File: src/rtl/fsg_pkg.sv
package fsg_pkg;

    typedef enum logic [1:0] {
        ADDR_CTRL  = 2'd0,
        ADDR_HIGH  = 2'd1,
        ADDR_LOW   = 2'd2,
        ADDR_SPARE = 2'd3
    } fsg_addr_e;

    typedef enum logic {
        PH_HIGH = 1'b0,
        PH_LOW  = 1'b1
    } fsg_phase_e;

    typedef struct packed {
        logic pol;   // 1: falling edge active, 0: rising edge active
        logic en;    // generation and output gate
    } fsg_ctrl_t;

    // active-edge decision from previous and current bit-clock samples
    function automatic logic edge_hit(input logic pol, input logic prev, input logic cur);
        return pol ? (prev & ~cur) : (~prev & cur);
    endfunction

    function automatic fsg_phase_e other_phase(input fsg_phase_e ph);
        return (ph == PH_HIGH) ? PH_LOW : PH_HIGH;
    endfunction

endpackage

File: src/rtl/fsg_regs.sv
module fsg_regs
    import fsg_pkg::*;
#(
    parameter int DATA_W     = 16,
    parameter int WIDTH_BITS = 11
) (
    input  logic                  clk,
    input  logic                  rst,
    input  logic                  wr_en,
    input  logic [1:0]            wr_addr,
    input  logic [DATA_W-1:0]     wr_data,
    input  logic [1:0]            rd_addr,
    output logic [DATA_W-1:0]     rd_data,
    output fsg_ctrl_t             ctrl,
    output logic [WIDTH_BITS-1:0] high_w,
    output logic [WIDTH_BITS-1:0] low_w
);
    localparam logic [DATA_W-1:0] MAX_VAL = DATA_W'((1 << WIDTH_BITS) - 1);
    localparam int PAD_W = DATA_W - WIDTH_BITS;

    logic fits;
    assign fits = (wr_data <= MAX_VAL);

    always_ff @(posedge clk) begin
        if (rst) begin
            ctrl   <= '0;
            high_w <= '0;
            low_w  <= '0;
        end else if (wr_en) begin
            case (fsg_addr_e'(wr_addr))
                ADDR_CTRL: begin
                    ctrl.en  <= wr_data[0];
                    ctrl.pol <= wr_data[1];
                end
                ADDR_HIGH: if (fits) high_w <= wr_data[WIDTH_BITS-1:0];
                ADDR_LOW:  if (fits) low_w  <= wr_data[WIDTH_BITS-1:0];
                default:   ;
            endcase
        end
    end

    always_comb begin
        case (fsg_addr_e'(rd_addr))
            ADDR_CTRL: rd_data = {{(DATA_W-2){1'b0}}, ctrl.pol, ctrl.en};
            ADDR_HIGH: rd_data = {{PAD_W{1'b0}}, high_w};
            ADDR_LOW:  rd_data = {{PAD_W{1'b0}}, low_w};
            default:   rd_data = '0;
        endcase
    end

endmodule

File: src/rtl/fsg_edge.sv
module fsg_edge
    import fsg_pkg::*;
(
    input  logic clk,
    input  logic rst,
    input  logic bit_clk,
    input  logic pol,
    output logic tick
);
    logic prev_q;

    always_ff @(posedge clk) begin
        if (rst) prev_q <= 1'b0;
        else     prev_q <= bit_clk;
    end

    assign tick = edge_hit(pol, prev_q, bit_clk);

endmodule

File: src/rtl/fsg_phase.sv
module fsg_phase
    import fsg_pkg::*;
#(
    parameter int WIDTH_BITS = 11
) (
    input  logic                  clk,
    input  logic                  rst,
    input  logic                  en,
    input  logic                  tick,
    input  logic [WIDTH_BITS-1:0] high_w,
    input  logic [WIDTH_BITS-1:0] low_w,
    output fsg_phase_e            phase,
    output logic [WIDTH_BITS-1:0] cnt,
    output logic [WIDTH_BITS-1:0] lim
);
    logic at_end;
    assign at_end = (cnt == lim);

    always_ff @(posedge clk) begin
        if (rst || !en) begin
            phase <= PH_HIGH;
            cnt   <= '0;
            lim   <= high_w;
        end else if (tick) begin
            if (at_end) begin
                phase <= other_phase(phase);
                cnt   <= '0;
                lim   <= (phase == PH_HIGH) ? low_w : high_w;
            end else begin
                cnt <= cnt + 1'b1;
            end
        end
    end

endmodule

File: src/rtl/tdm_fsync_gen.sv
module tdm_fsync_gen
    import fsg_pkg::*;
#(
    parameter int DATA_W     = 16,
    parameter int WIDTH_BITS = 11
) (
    input  logic              clk,
    input  logic              rst,
    input  logic              bit_clk,
    input  logic              wr_en,
    input  logic [1:0]        wr_addr,
    input  logic [DATA_W-1:0] wr_data,
    input  logic [1:0]        rd_addr,
    output logic [DATA_W-1:0] rd_data,
    output logic              fsync_out
);
    fsg_ctrl_t             ctrl;
    logic [WIDTH_BITS-1:0] high_w;
    logic [WIDTH_BITS-1:0] low_w;
    logic                  tick;
    fsg_phase_e            phase;
    logic [WIDTH_BITS-1:0] cnt_q;
    logic [WIDTH_BITS-1:0] lim_q;
    logic                  en_r;

    assign en_r = ctrl.en;

    fsg_regs #(.DATA_W(DATA_W), .WIDTH_BITS(WIDTH_BITS)) u_regs (
        .clk(clk), .rst(rst), .wr_en(wr_en), .wr_addr(wr_addr), .wr_data(wr_data),
        .rd_addr(rd_addr), .rd_data(rd_data), .ctrl(ctrl), .high_w(high_w), .low_w(low_w)
    );

    fsg_edge u_edge (
        .clk(clk), .rst(rst), .bit_clk(bit_clk), .pol(ctrl.pol), .tick(tick)
    );

    fsg_phase #(.WIDTH_BITS(WIDTH_BITS)) u_phase (
        .clk(clk), .rst(rst), .en(ctrl.en), .tick(tick), .high_w(high_w), .low_w(low_w),
        .phase(phase), .cnt(cnt_q), .lim(lim_q)
    );

    assign fsync_out = ctrl.en && (phase == PH_HIGH);

endmodule

File: config.mk
export PLATFORM = sky130hd
export DESIGN_NAME = tdm_fsync_gen
export DESIGN_NICKNAME = d
export VERILOG_FILES = /design/src/rtl/fsg_pkg.sv /design/src/rtl/fsg_regs.sv /design/src/rtl/fsg_edge.sv /design/src/rtl/fsg_phase.sv /design/src/rtl/tdm_fsync_gen.sv
export SDC_FILE = /design/constraint.sdc
export NUM_CORES = 1
export LEC_CHECK = 0
export BUFFER_PORTS_ARGS = -buffer_cell sky130_fd_sc_hd__clkbuf_2
export CAP_MARGIN = 20
export CORE_MARGIN = 2
export CORE_UTILIZATION = 45
export CTS_CLUSTER_SIZE = 24
export DETAILED_ROUTE_END_ITERATION = 8
export PLACE_DENSITY = 0.77
export SETUP_SLACK_MARGIN = 0.02
export SYNTH_ARGS = -nofsm -noshare
export SYNTH_HDL_FRONTEND = slang
export SYNTH_SLANG_ARGS = --single-unit
export TNS_END_PERCENT = 50
File: constraint.sdc
create_clock -name clk -period 2 [get_ports clk]
set_input_delay 0.3 -clock clk [delete_from_list [all_inputs] [get_ports clk]]
set_output_delay 0.3 -clock clk [all_outputs]
set_load 0.1 [all_outputs]
==> metrics.md <==
| Metric | Value |
|---|---|
| Status | complete, no violations |
| Syn Area/Cell | 10.7 µm² |
| Cell family with most CP delay | simple AND/OR/NAND/NOR gates |
| Antenna viol nets, final | 0 |
| Critical path class | input pin to output port |
| HP Class | input pin to flop |
| Setup Skew | 0.00723 ns |
| Total Routed Length | 4.61 mm |
| Number of vias per cell | 5.26 |
| Initial Utilization | 46.1% |
| Top cell type's share of synthesized area | 31.7% |
| CP cell instances | clkbuf_2, nor2b_1, a22o_1, buf_12 |
| Initial drt markers | 52 |
| Max FO, Critical Path | 9 |
| Synth Register Bits | 48 |
| Filler instances | 463 |
| Core ar. | 5070 µm² |
| Vias in the first global route | 1708 |
| First-pass GRT wire length | 7.87 mm |
| Post-Synthesis Cells | 218 |
| I/O Buffers | 35 |
| Final hold vios | 0 |
| Initial antenna violation count | 0 |
| Synth area leaders | dfxtp_1, edfxtp_1, mux2i_1 |
| CP Capture Type | output port |
| Routability Congestion | 0.798 |
| DIE AREA | 5790 µm² |
| Crit path launch type | input pin |
| Total power per unit cell area | 635 nW/µm² |
| Fraction of layout cells with a size suffix above 1 | 28.3% |
| TritonCTS buffer count | 5 |
| Final nets | 282 |
| Max VDD drop | 0.431 mV |
| Async SR Flop Fraction | 0% |
| Vias post-DR | 1726 |
| Cell taking the most area after synthesis | dfxtp_1 |
| EDFF count, synth | 11 |
| CP peak stage delay | 0.61 ns |
| Final setup violation count | 0 |
| Slew headroom | 50.5% |
| Chip Width | 76.1 µm |
| Netlist Area Pre-Place | 2340 µm² |
| CP Data Required Time | 1.70 ns |
| Row cnt | 26 |
| Static Leak | 1.17 nW |
| Ports | 41 |
| Placed Area | 2780 µm² |
| Post-CTS setup buffer count | 0 |
| Arrival time at the worst endpoint | 1.55 ns |
| CTS Hold Bufs | 0 |
| RSZ-0062 raised after global routing | no |
| Final Power | 1.84 mW |
| DRC | 0 |
| Final HPWL DP | 3.37 mm |
| Main flop type after synthesis | dfxtp_1 |
| Antenna diodes | 0 |
| TritonRoute pass-1 iters | 4 |
| GR Util All Layers | 16.9% |
| Final worst-path cycle share | 92.7% |
| Synth cell types | 36 |
| Fmax | 539 MHz |
| Sequential cell area fraction in the yosys report | 45.8% |
| Slowest cell on crit path | nor2b_1 |
| Worst Tran Pin Value | 0.741 ns |
| Clk_lat worst skew | 0.30 ns |
| Largest net degree at the start of global routing | 26 |
| Yosys warnings | 0 |
| Final instance area | 2890 µm² |
| Grt ovf | 0 |
| Min cycle time layout | 1.85 ns |
| P&R area growth vs syn | 23.7% |
| Post-cts sizing count | 0 |
| Final max-slew violation count | 0 |
| WL/cell | 14.0 µm |
| CTS tree | done |
| CTS Sinks | 48 |
| Root Driver | clkbuf_8 |
| Max cap viols | 0 |
| Die Span Y | 76.1 µm |
| Worst path bufs/invs | 2 |
| Worst-path clk slew | 0.09 ns |
| H-tree depth | 2 |
| Max Root-Sink Buffers | 2 |
==> routing by layer <==
layer / track usage, % / up-vias / part of all wire, % / wire (µm)
li1: - / 849 / - / -
met1: 22.4 / 825 / 46 / 2140
met2: 26.1 / 42 / 48 / 2200
met3: 4.03 / 10 / 3.6 / 164
met4: 7.82 / 0 / 2.1 / 96
met5: 0 / - / 0 / 0
==> path summary, 6_finish.rpt <==
| path | from | endpoint | slack (ns) | cells after the start |
|---|---|---|---|---|
| setup reg to reg | u_regs.ctrl[1] | u_phase.lim[1] | 0.31 | 4 |
| hold / removal | wr_data[4] | u_regs.low_w[4] | 0.25 | 3 |
| hold reg to reg | u_regs.low_w[2] | u_regs.low_w[2] | 0.53 | 2 |
| setup / recovery | rd_addr[0] | rd_data[2] | 0.15 | 4 |
==> synthesized netlist by cell type, drive strengths merged, types with 2 or more instances <==
master	count
o2111ai	6
nor3b	2
nand2	2
edfxtp	11
dfxtp	37
buf	11
o211ai	2
mux2	12
nor3	15
xor2	21
nand3b	3
o21ai	3
and2	2
nor4	3
mux2i	27
nor2b	4
and4	3
clkbuf	6
nor2	28
a22o	9
==> registers in the layout (all words and copies together) (netlist names) <==
register       flops
u_regs.ctrl        2
u_edge.prev_q      1
u_phase.lim       11
u_phase.phase      1
u_regs.low_w      11
u_phase.cnt       11
u_regs.high_w     11
==> layout make-up <==
cell class	instances	area, µm²	share of cell area, %
Clock buffer	6	93.8	3.25
Inverter	1	3.75	0.130
Tap cell	70	87.6	3.03
Clock inverter	2	17.5	0.606
Multi-Input combinational cell	156	1180	40.7
Timing Repair Buffer	45	440	15.2
Sequential cell	48	1070	37.1
==> metrics by stage <==
stage	setup TNS [ns]	cells	util (%)	hold WS, ns	setup slack [ns]
finish	0	328	57.0	0.250	0.146
global placement	0	320	54.8	0.499	0.165
floorplan	-0.0526	222	-	0.428	-0.0526
global route	0	328	57.0	0.246	0.0329
CTS	0	328	57.0	0.242	0.138
detailed placement	0	320	54.8	0.508	0.135
==> worst min-delay path, stage by stage <==
cell	delay (ns)
clkbuf_2	0.09
mux2i_1	0.06
nor2_1	0.07
==> cells in the final DEF (no fill, tap or decap), drive strengths merged <==
cell	n
o211ai	2
or4	1
ha	1
nand3b	3
nor2b	4
o21ai	3
and2	2
nand4	1
clkbuf	30
nand2	2
and4b	1
xor2	21
clkinv	2
edfxtp	11
dfxtp	37
nor3	15
mux2	12
buf	21
a22o	9
and4	3
nor4	3
nand2b	1
inv	1
mux2i	27
nor2	28
or2	1
conb	5
nor3b	2
and3b	1
o2111ai	6
or3b	1
a211oi	1
==> power by group <==
group | internal, mW | switching, mW | leakage (nW)
logic | 0.0528 | 0.115 | 0.678
clock network | 0.327 | 0.340 | 0.0565
registers | 0.995 | 0.00606 | 0.433
total | 1.37 | 0.462 | 1.17
==> kinds of logic after synthesis <==
family	Yosys count	synth area share, %
AOI/OAI and AO/OA	21	7.23
and+or+nand+nor	69	16.4
adders and majority gates	1	0.535
buffers and inverters	18	4.66
other	1	0.160
xor gates and xnor gates	21	7.87
muxes	39	17.3
DFF	48	45.8
Note: power is estimated with default switching activity, not from simulation.
